==> src/rtl/adc_seq_pkg.sv <==
package adc_seq_pkg;
  typedef enum logic [1:0] {
    ST_IDLE,
    ST_SCAN,
    ST_HOLD,
    ST_WAIT
  } seq_state_e;
endpackage

==> src/rtl/adc_trig_unit.sv <==
module adc_trig_unit #(
  parameter int NEXT  = 8,
  parameter int TSELW = 4,
  parameter logic [7:0] SW_KEY = 8'h37
) (
  input  logic             clk,
  input  logic             rst,
  input  logic             enable,
  input  logic             repeat_mode,
  input  logic [TSELW-1:0] trig_sel,
  input  logic             trig_pol,
  input  logic [NEXT-1:0]  ext_trig,
  input  logic             sw_wr,
  input  logic [7:0]       sw_data,
  input  logic             pace_en,
  input  logic             pace_tick,
  input  logic             busy,
  output logic             start
);
  logic [NEXT-1:0] ext_q;
  logic sel_now, sel_prev, edge_hit, sw_hit, first_hit, pace_hit, can_go;
  logic armed;

  always_comb begin
    sel_now  = 1'b0;
    sel_prev = 1'b0;
    for (int i = 0; i < NEXT; i++) begin
      if (trig_sel == TSELW'(i)) begin
        sel_now  = ext_trig[i];
        sel_prev = ext_q[i];
      end
    end
  end

  assign edge_hit  = trig_pol ? (sel_prev & ~sel_now) : (sel_now & ~sel_prev);
  assign sw_hit    = sw_wr && (sw_data == SW_KEY) && (trig_sel == TSELW'(NEXT));
  assign first_hit = edge_hit | sw_hit;
  assign pace_hit  = armed & pace_en & pace_tick;
  assign can_go    = enable && !busy && !start;

  always_ff @(posedge clk) begin
    if (rst) begin
      ext_q <= '0;
      start <= 1'b0;
      armed <= 1'b0;
    end else begin
      ext_q <= ext_trig;
      start <= can_go && (first_hit || pace_hit);
      if (!enable || !pace_en || !repeat_mode)
        armed <= 1'b0;
      else if (can_go && first_hit)
        armed <= 1'b1;
    end
  end
endmodule

==> src/rtl/adc_avg_acc.sv <==
module adc_avg_acc #(
  parameter int DW   = 12,
  parameter int SELW = 3
) (
  input  logic            clk,
  input  logic            rst,
  input  logic            clr,
  input  logic            add,
  input  logic [DW-1:0]   din,
  input  logic [SELW-1:0] shift,
  output logic [DW-1:0]   avg_out
);
  localparam int ACCW = DW + (1 << SELW) - 1;

  logic [ACCW-1:0] acc;
  logic [ACCW-1:0] sum_w;

  assign sum_w   = acc + ACCW'(din);
  assign avg_out = DW'(sum_w >> shift);

  always_ff @(posedge clk) begin
    if (rst || clr) acc <= '0;
    else if (add)   acc <= sum_w;
  end
endmodule

==> src/rtl/adc_slot_fsm.sv <==
module adc_slot_fsm
  import adc_seq_pkg::*;
#(
  parameter int NSLOT = 8,
  parameter int CHW   = 4,
  parameter int SELW  = 3,
  parameter int DW    = 12
) (
  input  logic                           clk,
  input  logic                           rst,
  input  logic                           enable,
  input  logic                           start,
  input  logic [NSLOT-1:0]               slot_en,
  input  logic [NSLOT-1:0][CHW-1:0]      slot_chan,
  input  logic [NSLOT-1:0][SELW-1:0]     slot_hold,
  input  logic [NSLOT-1:0][SELW-1:0]     slot_avg,
  input  logic                           conv_done,
  input  logic [DW-1:0]                  avg_in,
  output logic                           acc_clr,
  output logic                           acc_add,
  output logic [SELW-1:0]                cur_avg,
  output logic                           busy,
  output logic                           conv_start,
  output logic [CHW-1:0]                 conv_chan,
  output logic                           res_valid,
  output logic [DW-1:0]                  res_data,
  output logic [$clog2(NSLOT)-1:0]       res_slot,
  output logic                           scan_done
);
  localparam int SLW  = $clog2(NSLOT);
  localparam int IDXW = SLW + 1;
  localparam int CNTW = (1 << SELW) - 1;

  seq_state_e        state;
  logic [IDXW-1:0]   idx;
  logic [SLW-1:0]    idx_lo;
  logic              in_range;
  logic [CNTW-1:0]   cnt;
  logic [CNTW-1:0]   mcnt;
  logic [SELW-1:0]   cur_hold;

  assign idx_lo   = idx[SLW-1:0];
  assign in_range = idx < IDXW'(NSLOT);
  assign busy     = (state != ST_IDLE);
  assign acc_clr  = (state == ST_IDLE) || (state == ST_SCAN);
  assign acc_add  = (state == ST_WAIT) && conv_done;

  always_ff @(posedge clk) begin
    if (rst || !enable) begin
      state      <= ST_IDLE;
      idx        <= '0;
      cnt        <= '0;
      mcnt       <= '0;
      cur_hold   <= '0;
      cur_avg    <= '0;
      conv_start <= 1'b0;
      conv_chan  <= '0;
      res_valid  <= 1'b0;
      res_data   <= '0;
      res_slot   <= '0;
      scan_done  <= 1'b0;
    end else begin
      conv_start <= 1'b0;
      res_valid  <= 1'b0;
      scan_done  <= 1'b0;
      case (state)
        ST_IDLE: begin
          if (start) begin
            idx   <= '0;
            state <= ST_SCAN;
          end
        end
        ST_SCAN: begin
          if (!in_range) begin
            scan_done <= 1'b1;
            state     <= ST_IDLE;
          end else if (slot_en[idx_lo]) begin
            cur_hold  <= slot_hold[idx_lo];
            cur_avg   <= slot_avg[idx_lo];
            conv_chan <= slot_chan[idx_lo];
            cnt       <= CNTW'((32'd1 << slot_hold[idx_lo]) - 32'd1);
            mcnt      <= '0;
            state     <= ST_HOLD;
          end else begin
            idx <= idx + IDXW'(1);
          end
        end
        ST_HOLD: begin
          if (cnt == '0) begin
            conv_start <= 1'b1;
            state      <= ST_WAIT;
          end else begin
            cnt <= cnt - CNTW'(1);
          end
        end
        ST_WAIT: begin
          if (conv_done) begin
            if (mcnt == CNTW'((32'd1 << cur_avg) - 32'd1)) begin
              res_valid <= 1'b1;
              res_data  <= avg_in;
              res_slot  <= idx_lo;
              idx       <= idx + IDXW'(1);
              state     <= ST_SCAN;
            end else begin
              mcnt  <= mcnt + CNTW'(1);
              cnt   <= CNTW'((32'd1 << cur_hold) - 32'd1);
              state <= ST_HOLD;
            end
          end
        end
        default: state <= ST_IDLE;
      endcase
    end
  end
endmodule

==> src/rtl/adc_scan_seq.sv <==
module adc_scan_seq #(
  parameter int NSLOT = 8,
  parameter int NEXT  = 8,
  parameter int CHW   = 4,
  parameter int SELW  = 3,
  parameter int DW    = 12,
  parameter int TSELW = 4,
  parameter logic [7:0] SW_KEY = 8'h37
) (
  input  logic                     clk,
  input  logic                     rst,
  input  logic                     enable,
  input  logic                     repeat_mode,
  input  logic [TSELW-1:0]         trig_sel,
  input  logic                     trig_pol,
  input  logic [NEXT-1:0]          ext_trig,
  input  logic                     sw_wr,
  input  logic [7:0]               sw_data,
  input  logic                     pace_en,
  input  logic                     pace_tick,
  input  logic [NSLOT-1:0]         slot_en,
  input  logic [NSLOT*CHW-1:0]     slot_chan,
  input  logic [NSLOT*SELW-1:0]    slot_hold,
  input  logic [NSLOT*SELW-1:0]    slot_avg,
  output logic                     conv_start,
  output logic [CHW-1:0]           conv_chan,
  input  logic                     conv_done,
  input  logic [DW-1:0]            conv_data,
  output logic                     busy,
  output logic                     res_valid,
  output logic [DW-1:0]            res_data,
  output logic [$clog2(NSLOT)-1:0] res_slot,
  output logic                     scan_done
);
  logic [NSLOT-1:0][CHW-1:0]  chan_a;
  logic [NSLOT-1:0][SELW-1:0] hold_a;
  logic [NSLOT-1:0][SELW-1:0] avg_a;
  logic                       start;
  logic                       acc_clr, acc_add;
  logic [SELW-1:0]            cur_avg;
  logic [DW-1:0]              avg_val;

  for (genvar s = 0; s < NSLOT; s++) begin : g_unpack
    assign chan_a[s] = slot_chan[s*CHW +: CHW];
    assign hold_a[s] = slot_hold[s*SELW +: SELW];
    assign avg_a[s]  = slot_avg[s*SELW +: SELW];
  end

  adc_trig_unit #(.NEXT(NEXT), .TSELW(TSELW), .SW_KEY(SW_KEY)) u_trig (
    .clk(clk), .rst(rst), .enable(enable), .repeat_mode(repeat_mode),
    .trig_sel(trig_sel), .trig_pol(trig_pol), .ext_trig(ext_trig),
    .sw_wr(sw_wr), .sw_data(sw_data), .pace_en(pace_en),
    .pace_tick(pace_tick), .busy(busy), .start(start)
  );

  adc_avg_acc #(.DW(DW), .SELW(SELW)) u_acc (
    .clk(clk), .rst(rst), .clr(acc_clr), .add(acc_add),
    .din(conv_data), .shift(cur_avg), .avg_out(avg_val)
  );

  adc_slot_fsm #(.NSLOT(NSLOT), .CHW(CHW), .SELW(SELW), .DW(DW)) u_fsm (
    .clk(clk), .rst(rst), .enable(enable), .start(start),
    .slot_en(slot_en), .slot_chan(chan_a), .slot_hold(hold_a),
    .slot_avg(avg_a), .conv_done(conv_done), .avg_in(avg_val),
    .acc_clr(acc_clr), .acc_add(acc_add), .cur_avg(cur_avg),
    .busy(busy), .conv_start(conv_start), .conv_chan(conv_chan),
    .res_valid(res_valid), .res_data(res_data), .res_slot(res_slot),
    .scan_done(scan_done)
  );
endmodule

==> config.mk <==
export PLATFORM = sky130hd
export DESIGN_NAME = adc_scan_seq
export DESIGN_NICKNAME = d
export VERILOG_FILES = /design/src/rtl/adc_seq_pkg.sv /design/src/rtl/adc_trig_unit.sv /design/src/rtl/adc_avg_acc.sv /design/src/rtl/adc_slot_fsm.sv /design/src/rtl/adc_scan_seq.sv
export SDC_FILE = /design/constraint.sdc
export NUM_CORES = 1
export LEC_CHECK = 0
export ABC_AREA = 1
export BUFFER_PORTS_ARGS = -buffer_cell sky130_fd_sc_hd__buf_4
export CAP_MARGIN = 20
export CELL_PAD_IN_SITES_DETAIL_PLACEMENT = 1
export CELL_PAD_IN_SITES_GLOBAL_PLACEMENT = 1
export CORE_MARGIN = 5
export CORE_UTILIZATION = 40
export CTS_BUF_LIST = sky130_fd_sc_hd__clkbuf_16
export DETAILED_ROUTE_END_ITERATION = 6
export HOLD_SLACK_MARGIN = 0.12
export PLACE_DENSITY_LB_ADDON = 0.1
export SLEW_MARGIN = 10
export SYNTH_ARGS = -nofsm -noshare
export SYNTH_HDL_FRONTEND = slang
export SYNTH_HIERARCHICAL = 1
export SYNTH_SLANG_ARGS = --single-unit
export TNS_END_PERCENT = 20
==> constraint.sdc <==
create_clock -name clk -period 3.19 [get_ports clk]
set_input_delay 0 -clock clk [delete_from_list [all_inputs] [get_ports clk]]
set_output_delay 0 -clock clk [all_outputs]
set_load 0.02 [all_outputs]
==> run metrics, run 1 <==
status=finished clean; Via density=5.19; Std-Cell Rows=45; HP Class=in -> reg; 1st-iter DRT viols=405; I/O pins=152; slowest CP cell=dfxtp_1; Pint=1.85 mW; RSZ-0062 raised after global routing=false; Pwr per Cell Area=309 nW/um^2; Max stage delay on crit path=510 ps; CTS tree=yes; crit path launch type=flop; CP Data Required Time=3440 ps; share of layout cells above drive strength 1=19.7%; P_leak=4.07 nW; routability cong.=0.881; Final HPWL DP=17.2 mm; GRT Total Usage=24.3%; critical-path cell list=nand2_1 > inv_1 > nand2_1 > nand3_2 > o21ai_1 > inv_1 > ha_1 > inv_1 > nor2_1 > nand3_1 > nand2_1 > nand3_1 > nand2_1 > inv_1; mean routed wirelength per cell=15.6 um; Ys Warns=6; final count of pins violating max slew=0; antenna viol nets, final=0; Die Ht=135 um; synth top area cells=dfxtp_1 25%, nand2_1 16%, nand3_1 8.7%; number of distinct library cells after synthesis=45; fmax=0.377 GHz; Fin Setup TNS=0 ps; DRC=0; Buf+Inv Stages, Crit Path=4; Layout Cells excl Fill=1412; leading area contributor after synthesis=dfxtp_1; critical path class=reg -> reg; Max Buffers Root-to-Sink=2; gr ovfl total=0; htree depth=3; Top FF cell, synth=dfxtp_1; clock transition at the registers of the reported paths=60 ps; nets=1366; CTS buffer count=9; final hold vios=0; Rel. slew slack=59.7%; Finish-stage setup viols=0; Crit. End Element=flop; number of port buffers=151; Pre-Repair DR Iteration Count=5; maximum vdd drop=0.000185 V; Sequential Power Share=39.1%; first-pass GRT wire length=36.3 mm; WHS Path Cells=4; EDFF count, synth=0; vias in the first global route=7383; reg2reg setup slack=540 ps; most common cell in the netlist=nand2_1; Switch Pwr=0.644 mW; antenna fix cells=0; Comb power frac=16.4%; share of the synthesized area in the top cell type=24.8%; FF+latch count, synth=77; clk_lat worst skew=350 ps; min-delay src=conv_data[0]; routed via count=7331; Synth Instances=1057; die area=18100 um^2; initial core utilization=40.8%; DRT Wirelength=22.0 mm; syn nets=1203; initial antenna violation count=0; dpl cells=1374; Slew @ Worst Pin=603 ps; Sw Ratio=25.9%; max_cap viols=0; CTS Sinks=77; FF-to-FF End=u_fsm/cnt[6]$_SDFFE_PP0P_; largest fanout on the critical path=15; sequential share of the synthesized area=24.8%; Die Wd=135 um; Tmin final=2650 ps; Core Area=15200 um^2; # Post-CTS Setup Buffers=0; FFs w/ async S/R, synth=0%; clock power share=44.6%; crit path DAT=2900 ps; reg2reg start=u_fsm/state[0]$_SDFFE_PP0P_; Root Driver=clkbuf_16; mapped cell area=6210 um^2; Post-Route Skew=11.2 ps; family with the most delay on the worst path=simple AND/OR/NAND/NOR gates; WHS Endpoint=u_acc/acc[0]$_SDFFE_PP0P_; Layout area overhead=29.8%; pin count of the biggest net entering global routing=26; Synth Area per Inst=5.87 um^2; Final Cycle Share=83.2%; r2r worst-path depth=14; top cells by count, synth=262 x nand2_1, 139 x inv_1, 136 x nor2_1
-- registers in the layout (all words and copies together) (netlist names), 2 cells and up --
| register | cells |
|---|---|
| u_fsm/cur_hold | 3 |
| u_fsm/conv_chan | 4 |
| u_fsm/cur_avg | 3 |
| u_acc/acc | 19 |
| u_fsm/cnt | 7 |
| u_fsm/res_data | 12 |
| u_fsm/idx | 4 |
| u_trig/ext_q | 8 |
| u_fsm/mcnt | 7 |
| u_fsm/state | 2 |
| u_fsm/res_slot | 3 |
-- metrics by stage --
| step | hold WS, ps | util [%] | power, mW | worst slack [ps] | cell area, um^2 |
|---|---|---|---|---|---|
| floorplan | 107 | - | 1.19 | 1010 | 6210 |
| global placement | 215 | 49.4 | 1.37 | 646 | 7510 |
| detailed placement | 218 | 49.4 | 1.38 | 571 | 7510 |
| CTS | 124 | 53.0 | 2.52 | 564 | 8050 |
| global route | 177 | 53.0 | 2.61 | 206 | 8050 |
| finish | 149 | 53.0 | 2.49 | 537 | 8050 |
-- worst register-to-register path, cell delays in order, from the launching register on --
cell and delay (ps):
dfxtp_1 510, nand2_1 390, inv_1 330, nand2_1 120, nand3_2 140, o21ai_1 140, inv_1 100, ha_1 170
inv_1 50, nor2_1 270, nand3_1 120, nand2_1 70, nand3_1 60, nand2_1 60, inv_1 40
-- power groups by stage --
| stage | clock network [mW] | logic, mW | registers (mW) |
|---|---|---|---|
| global placement | 0 | 0.377 | 0.994 |
| floorplan | 0 | 0.193 | 0.993 |
| finish | 1.11 | 0.407 | 0.973 |
| global route | 1.19 | 0.452 | 0.973 |
| CTS | 1.14 | 0.406 | 0.972 |
| detailed placement | 0 | 0.383 | 0.994 |
-- cells in the final DEF (no fill, tap or decap), types with 15 or more instances in the layout --
cell and instances:
a21oi_1 49, buf_4 166, dfxtp_1 77, dlygate4sd3_1 23, ha_1 16, inv_1 139
nand2_1 262, nand2_2 15, nand3_1 108, nand4_1 15, nor2_1 135, nor2_2 18
o21ai_0 65, o21ai_1 15, o22ai_1 15
-- worst max path at each step --
stage                                       start                        endpoint  depth (start not counted)
finish                u_fsm/state[0]$_SDFFE_PP0P_       u_fsm/cnt[6]$_SDFFE_PP0P_                         14
global route            u_fsm/idx[0]$_SDFFE_PP0P_       u_fsm/cnt[6]$_SDFFE_PP0P_                         18
CTS                   u_fsm/state[0]$_SDFFE_PP0P_       u_fsm/cnt[6]$_SDFFE_PP0P_                         14
detailed placement    u_fsm/state[0]$_SDFFE_PP0P_       u_fsm/cnt[6]$_SDFFE_PP0P_                         14
global placement      u_fsm/state[0]$_SDFFE_PP0P_       u_fsm/cnt[6]$_SDFFE_PP0P_                         14
floorplan           u_fsm/cur_avg[2]$_SDFFE_PP0P_  u_fsm/res_data[0]$_SDFFE_PP0P_                         12
-- layout make-up --
class                      count  area [um^2]
clock buffer                   9          225
clock inverter                 6         88.8
fill                        2129         7150
inverter                     154          578
multi-input combinational    789         3910
sequential                    77         1540
tap                          188          235
timing repair buffer         189         1480
-- cells by family (layout without fill, tap and decap cells) --
group                    after synthesis  after routing  share of synthesized area, %
AND/OR/NAND/NOR                      584            584                          41.6
buffers and inverters                191            358                          12.2
AO/OA/AOI/OAI                        166            166                          14.6
flip-flops                            77             77                          24.8
XOR/XNOR                              21             21                          2.96
adder cells (fa/ha/maj)               17             17                          3.55
multiplexers                           1              1                         0.161
-- repair_timing --
item | CTS | global route
hold buffers | 23 | 0
gates resized for setup | 0 | 0
hold endpoints to repair | 10 | 0
-- per-layer routing --
layer,global-route usage (%),vias up,wire length [um]
li1,-,3724,-
met1,32.2,3425,10500
met2,41.7,165,10200
met3,3.32,17,1070
met4,6.33,0,250
met5,0,-,0
Power figures use the tool's default switching activity.
==> inputs of run 2 (changes only) <==
- CORE_UTILIZATION: 40 -> 37
- clock period: 3.19 -> 2.6 ns (I/O delays scaled with it)
==> run 2 against run 1 <==
Sequential cell count unchanged. Setup slack got worse by 340 ps. Combinational power increased by 24%. Register-to-register slack got worse by 340 ps. Via count decreased by 0.90%. Final area increased by 1.8%. Wire length increased by 1.1%. Critical path type unchanged. Largest power group unchanged. Highest routed layer unchanged.
==> run metrics, run 2 (same netlist as run 1, synthesis figures left out) <==
initial core utilization=37.6% (was 40.8%); design area=8200 um^2 (was 8050 um^2); Post-Route Skew=8.45 ps (was 11.2 ps); register cell area after layout=1540 um^2 (about the same); gr ovfl total=0 (unchanged); mean routed wirelength per cell=15.3 um (was 15.6 um); Via density=5.00 (was 5.19); Max Buffers Root-to-Sink=2 (unchanged); # fillers=2322 (was 2129); Biggest register=u_acc/acc (unchanged); dpl cells=1414 (was 1374); CP dominant cell by count=nor2_1; CP Data Required Time=2890 ps (was 3440 ps); largest fanout on the critical path=2 (was 15); pin count of the biggest net entering global routing=48 (was 26); 1st-iter DRT viols=248 (was 405); dpl ws=165 ps (was 571 ps); reg2reg setup slack=190 ps (was 540 ps); max_cap viols=0 (unchanged); Final HPWL DP=17.2 mm (about the same); CTS Sinks=77 (unchanged); Core Area=16500 um^2 (was 15200 um^2); Largest regs=u_acc/acc (19), u_fsm/res_data (12), u_trig/ext_q (8) (unchanged); WHS Path Cells=4 (unchanged); crit path launch type=flop (unchanged); critical path class=reg -> reg (unchanged); GRT Total Usage=22.1% (was 24.3%); antenna fix cells=0 (unchanged); die area=19500 um^2 (was 18100 um^2); fmax=0.416 GHz (was 0.377 GHz); # Post-CTS Setup Buffers=0 (unchanged); WP depth=13 (was 14); final hold vios=0 (unchanged); most common cell after layout, fill and taps aside=nand2_1 (unchanged); CTS buffer count=9 (unchanged); Root Driver=clkbuf_16 (unchanged); Std-Cell Rows=47 (was 45); CTS tree=yes (unchanged); status=finished clean (unchanged); number of port buffers=151 (unchanged); HP Class=in -> reg (unchanged); Tmin final=2410 ps (was 2650 ps); maximum vdd drop=0.000266 V (was 0.000185 V); clock transition at the registers of the reported paths=60 ps (about the same); P_leak=4.13 nW (was 4.07 nW); max reg flops=19 (unchanged); r2r worst-path depth=13 (was 14); Layout Cells excl Fill=1453 (was 1412); RSZ-0062 raised after global routing=true (was false); Finish-stage setup viols=0 (unchanged); Die Wd=140 um (was 135 um); Crit. End Element=flop (unchanged); first-pass GRT wire length=35.9 mm (was 36.3 mm); nets=1375 (was 1366); Max stage delay on crit path=580 ps (was 510 ps); family with the most delay on the worst path=buffers and inverters (was simple AND/OR/NAND/NOR gates); htree depth=3 (unchanged); antenna viol nets, final=0 (unchanged); I/O pins=152 (unchanged); vias in the first global route=7216 (was 7383); initial antenna violation count=0 (unchanged); Buf+Inv Stages, Crit Path=2 (was 4); Rel. slew slack=45.6% (was 59.7%); DRT Wirelength=22.3 mm (was 22.0 mm); routability cong.=0.871 (was 0.881); DP Area=7620 um^2 (was 7510 um^2); share of layout cells above drive strength 1=20.4% (was 19.7%); critical-path cell list=nand3_1 > nand2_1 > nor2_1 > nand2_2 > nand2_2 > nand3_1 > nor2_2 > nand3_2 > nand3_2 > nor2_1 > dlygate4sd3_1 > nor2_1 > dlygate4sd3_1 (was nand2_1 > inv_1 > nand2_1 > nand3_2 > o21ai_1 > inv_1 > ha_1 > inv_1 > nor2_1 > nand3_1 > nand2_1 > nand3_1 > nand2_1 > inv_1); Slew @ Worst Pin=815 ps (was 603 ps); Die Ht=140 um (was 135 um); Pwr per Cell Area=374 nW/um^2 (was 309 nW/um^2); crit path DAT=2690 ps (was 2900 ps); Final Cycle Share=92.5% (was 83.2%); Pre-Repair DR Iteration Count=4 (was 5); Layout area overhead=32.1% (was 29.8%); slowest CP cell=dlygate4sd3_1 (was dfxtp_1); clk_lat worst skew=350 ps (about the same); DRC=0 (unchanged); multi-input logic area=3920 um^2 (was 3910 um^2); final count of pins violating max slew=0 (unchanged); final setup margin=194 ps (was 537 ps); routed via count=7265 (was 7331); commonest non-fill, non-tap cells in the layout=262 x nand2_1, 173 x buf_4, 139 x inv_1, 135 x nor2_1, 108 x nand3_1 (was 262 x nand2_1, 166 x buf_4, 139 x inv_1, 135 x nor2_1, 108 x nand3_1)
## run 2: cell types whose count changed in the layout (fill, tap and decap cells not counted), sizes merged
cell    change
buf         +8
clkbuf      +1
## run 2: worst min-delay path: stages
cell and delay (ps):
buf_4 90, ha_1 200, nand2_1 70, a21oi_1 130
## run 2: worst paths after layout
| check | start | end |
|---|---|---|
| setup / recovery | u_trig/ext_q[1]$_SDFF_PP0_ | u_trig/start$_SDFF_PP0_ |
| hold / removal | conv_data[0] | u_acc/acc[0]$_SDFFE_PP0P_ |
| setup reg to reg | u_trig/ext_q[1]$_SDFF_PP0_ | u_trig/start$_SDFF_PP0_ |
| hold reg to reg | u_fsm/conv_chan[3]$_SDFFE_PP0P_ | u_fsm/conv_chan[3]$_SDFFE_PP0P_ |
## run 2: report_power, final
group	switching [mW]	leakage, nW	internal, mW
combinational	0.259	3.35	0.247
clock	0.530	0.149	0.835
sequential	0.00464	0.623	1.19
## run 2: repair_timing
action                                  in CTS  in global routing
hold buffers                                23                  0
hold endpoints to repair                    10                  0
resized for setup                            0                  3
endpoints found under the setup margin       0                 11
## run 2: routing by layer
metal / wire length [um] / track usage (%) / share of wire, %
met3: 1200 / 4.12 / 5.4
met1: 10600 / 29.5 / 48
met4: 269 / 5.25 / 1.2
met2: 10200 / 36.9 / 46
met5: 0 / 0 / 0
## run 2: area by class of cell
cell class	instances	area share, %
well taps	220	3.36
multi-input cells	789	47.8
clock buffers	9	2.75
inverters	154	7.05
repair buffers	198	19.2
clock inverters	6	1.08
flip-flops and latches	77	18.8
## run 2: stage by stage
stage               util [%]  setup TNS (ps)  power (mW)  hold WS, ps
finish                  49.6               0        3.06          187
global route            49.6           -33.5        3.20          225
CTS                     49.4               0        3.09          173
detailed placement      46.1               0        1.69          224
global placement        46.1               0        1.68          211
floorplan                  -               0        1.46          107
==> inputs of run 3 (changes only) <==
- ABC_AREA: 1 -> 0
- CORE_UTILIZATION: 37 -> 41
==> run 3 against run 2 <==
The flow now finishes with violations (negative setup slack). Sequential cell count did not move. Critical path depth shrank 1. Total power grew 3.5%. Final area up 7.2%. Sequential power is essentially flat. Via count down 11%. Largest cell class unchanged.
==> run metrics, run 3 <==
HP Class=in -> reg (unchanged); initial core utilization=41.8% (was 37.6%); htree depth=3 (unchanged); # fillers=1645 (was 2322); die area=17400 um^2 (was 19500 um^2); design area=8790 um^2 (was 8200 um^2); number of port buffers=151 (unchanged); nets=1052 (was 1375); Via density=5.90 (was 5.00); Top FF cell, synth=dfxtp_1 (unchanged); Worst Setup SP=u_acc/acc[2]$_SDFFE_PP0P_ (was u_trig/ext_q[1]$_SDFF_PP0_); CTS buffer count=9 (unchanged); Most Crowded Layer GR=met2 (unchanged); number of distinct library cells after synthesis=88 (was 45); final hold vios=0 (unchanged); FF-to-FF End=u_fsm/res_data[11]$_SDFFE_PP0P_ (was u_trig/start$_SDFF_PP0_); Final HPWL DP=16.5 mm (was 17.2 mm); EDFF count, synth=0 (unchanged); CTS Sinks=77 (unchanged); gr ovfl total=0 (unchanged); Root Driver=clkbuf_16 (unchanged); most common cell after layout, fill and taps aside=buf_4 (was nand2_1); global-route met3 utilization=6.87% (was 4.12%); most common cell in the netlist=nor2_1 (was nand2_1); CP Data Required Time=2820 ps (was 2890 ps); sequential share of the synthesized area=25.4% (was 24.8%); Finish-stage setup viols=29 (was 0); share of the synthesized area in the top cell type=25.4% (was 24.8%); register cell area after layout=1550 um^2 (was 1540 um^2); maximum vdd drop=0.000332 V (was 0.000266 V); status=finished with violations (was finished clean); failing checks=negative setup slack; DRT Wirelength=23.6 mm (was 22.3 mm); pin count of the biggest net entering global routing=30 (was 48); 1st-iter DRT viols=356 (was 248); share of layout cells above drive strength 1=41.9% (was 20.4%); mean routed wirelength per cell=21.6 um (was 15.3 um); Fin Hold WS=163 ps (was 187 ps); FFs w/ async S/R, synth=0% (unchanged); FF+latch count, synth=77 (unchanged); WHS Endpoint=u_fsm/res_valid$_SDFF_PP0_ (was u_acc/acc[0]$_SDFFE_PP0P_); mapped cell area=6080 um^2 (was 6210 um^2); commonest non-fill, non-tap cells in the layout=230 x buf_4, 81 x nor2_1, 71 x dfxtp_1, 48 x mux2i_1, 40 x nand2_1 (was 262 x nand2_1, 173 x buf_4, 139 x inv_1, 135 x nor2_1, 108 x nand3_1); Biggest register=u_acc/acc (unchanged); leading area contributor after synthesis=dfxtp_1 (unchanged); max reg flops=19 (unchanged); Sequential Power Share=37.6% (was 38.9%); reg2reg setup slack=-510 ps (was 190 ps); clk_lat worst skew=350 ps (about the same); synth top area cells=dfxtp_1 25%, mux4_2 8.9%, mux2i_1 8.4% (was dfxtp_1 25%, nand2_1 16%, nand3_1 8.7%); CTS tree=yes (unchanged); Die Wd=132 um (was 140 um); GRT Total Usage=25.3% (was 22.1%); Comb power frac=15.6% (was 16.5%); Post-Route Skew=7.31 ps (was 8.45 ps); DRC=0 (unchanged); top cells by count, synth=82 x nor2_1, 77 x dfxtp_1, 51 x mux2i_1 (was 262 x nand2_1, 139 x inv_1, 136 x nor2_1); DP Area=7880 um^2 (was 7620 um^2); RSZ-0062 raised after global routing=true (unchanged); Synth Area per Inst=8.85 um^2 (was 5.87 um^2); fmax=0.321 GHz (was 0.416 GHz); met2 Resource Use GR=45.0% (was 36.9%); Die Ht=132 um (was 140 um); Tmin final=3110 ps (was 2410 ps); Final Core Density=60.5% (was 49.6%); crit path launch type=flop (unchanged); Core Area=14500 um^2 (was 16500 um^2); max_cap viols=0 (unchanged); Pint=2.41 mW (was 2.27 mW); Largest regs=u_acc/acc (19), u_fsm/res_data (12), u_trig/ext_q (8) (unchanged); WHS Path Cells=4 (unchanged); dpl ws=-403 ps (was 165 ps); Pwr per Cell Area=361 nW/um^2 (was 374 nW/um^2); Pre-Repair DR Iteration Count=5 (was 4); min-delay src=conv_done (was conv_data[0]); syn nets=833 (was 1203); largest fanout on the critical path=3 (was 2); crit path DAT=3330 ps (was 2690 ps); final count of pins violating max slew=0 (unchanged); antenna viol nets, final=0 (unchanged); P_leak=3.55 nW (was 4.13 nW); final setup margin=-511 ps (was 194 ps); Sw Ratio=23.9% (was 25.9%); critical path class=reg -> reg (unchanged); Rel. slew slack=55.6% (was 45.6%); multi-input logic area=4570 um^2 (was 3920 um^2); Final Cycle Share=120% (was 92.5%); antenna fix cells=0 (unchanged); vias in the first global route=6875 (was 7216); Slew @ Worst Pin=667 ps (was 815 ps); Ys Warns=6 (unchanged); initial antenna violation count=0 (unchanged); Max Buffers Root-to-Sink=2 (unchanged); clock power share=46.8% (was 44.6%); clock transition at the registers of the reported paths=70 ps (was 60 ps); reg2reg start=u_acc/acc[2]$_SDFFE_PP0P_ (was u_trig/ext_q[1]$_SDFF_PP0_); routed via count=6459 (was 7265); Synth Instances=687 (was 1057); met1 Resource Use GR=29.8% (was 29.5%); Switch Pwr=0.758 mW (was 0.793 mW); Layout area overhead=44.7% (was 32.1%); first-pass GRT wire length=36.3 mm (was 35.9 mm); I/O pins=152 (unchanged); r2r worst-path depth=12 (was 13); Crit. End Element=flop (unchanged); routability cong.=0.902 (was 0.871); Std-Cell Rows=44 (was 47)
[run 3: changes by cell type in the layout (fill, tap and decap cells not counted), moves of 15 or more]
cell,delta
a21oi_1,-18
buf_4,+57
inv_1,-122
mux2_2,+15
mux2i_1,+47
mux4_2,+24
nand2_1,-222
nand2_2,-15
nand3_1,-93
nor2_1,-54
nor2_2,-17
o21ai_0,-46
[run 3: worst max-delay path by stage]
stage,endpoint,slack [ps],cells after the start
5_1_grt,u_fsm/res_data[11]$_SDFFE_PP0P_,-620,12
3_5_place_dp,u_fsm/res_data[9]$_SDFFE_PP0P_,-400,13
6_report,u_fsm/res_data[11]$_SDFFE_PP0P_,-510,12
4_1_cts,u_fsm/res_data[9]$_SDFFE_PP0P_,-330,13
2_1_floorplan,u_fsm/res_slot[0]$_SDFFE_PP0P_,-240,12
3_3_place_gp,u_fsm/res_data[7]$_SDFFE_PP0P_,-300,13
[run 3: power by group through the flow]
stage               registers [mW]  logic, mW  clock network, mW
floorplan                     1.22      0.197                  0
global placement              1.22      0.415                  0
detailed placement            1.22      0.432                  0
CTS                           1.19      0.475               1.50
global route                  1.19      0.530               1.57
finish                        1.19      0.496               1.48
[run 3: metal layers]
layer | up-vias | wire, um | share of wire [%]
met5 | - | 0 | 0
met4 | 0 | 562 | 2.4
met3 | 40 | 1500 | 6.4
met2 | 224 | 12100 | 51
met1 | 3190 | 9450 | 40
li1 | 3005 | - | -
[run 3: cells by family after synthesis]
family / synth area share, %
AOI/OAI and AO/OA: 18.7
muxes: 23.3
xor gates and xnor gates: 3.31
and+or+nand+nor: 20.2
DFF: 25.4
buffers and inverters: 5.31
adders and majority gates: 3.81
[run 3: through the flow]
stage	cells	power [mW]	TNS, ps
after floorplan	687	1.41	-5380
after global placement	1046	1.63	-3260
after detailed placement	1046	1.65	-5770
after CTS	1088	3.17	-4710
after global routing	1095	3.29	-9320
final	1095	3.17	-5450
[run 3: layout make-up]
class,instances,share of cell area (%)
Multi-Input combinational cell,540,51.9
Timing Repair Buffer,258,23.1
Sequential cell,77,17.6
Tap cell,184,2.62
Clock buffer,9,2.56
Clock inverter,7,1.31
Inverter,20,0.854
[run 3: worst max-delay path, stage by stage, from the launching register on]
cell and delay (ps):
dfxtp_1 330, ha_1 380, o211ai_1 120, o21a_2 270, buf_4 160, o21ai_1 280, nor2_1 90, a211oi_1 370
mux2i_1 190, mux2_2 300, mux2_2 270, mux2i_1 170, nor2_1 60
[run 3: repair_timing]
item	CTS	global route
gates resized for setup	30	27
setup endpoints to repair	33	35
hold buffers	22	0
pin swaps	12	8
endpoints found under the hold margin	11	0
setup buffers	4	8
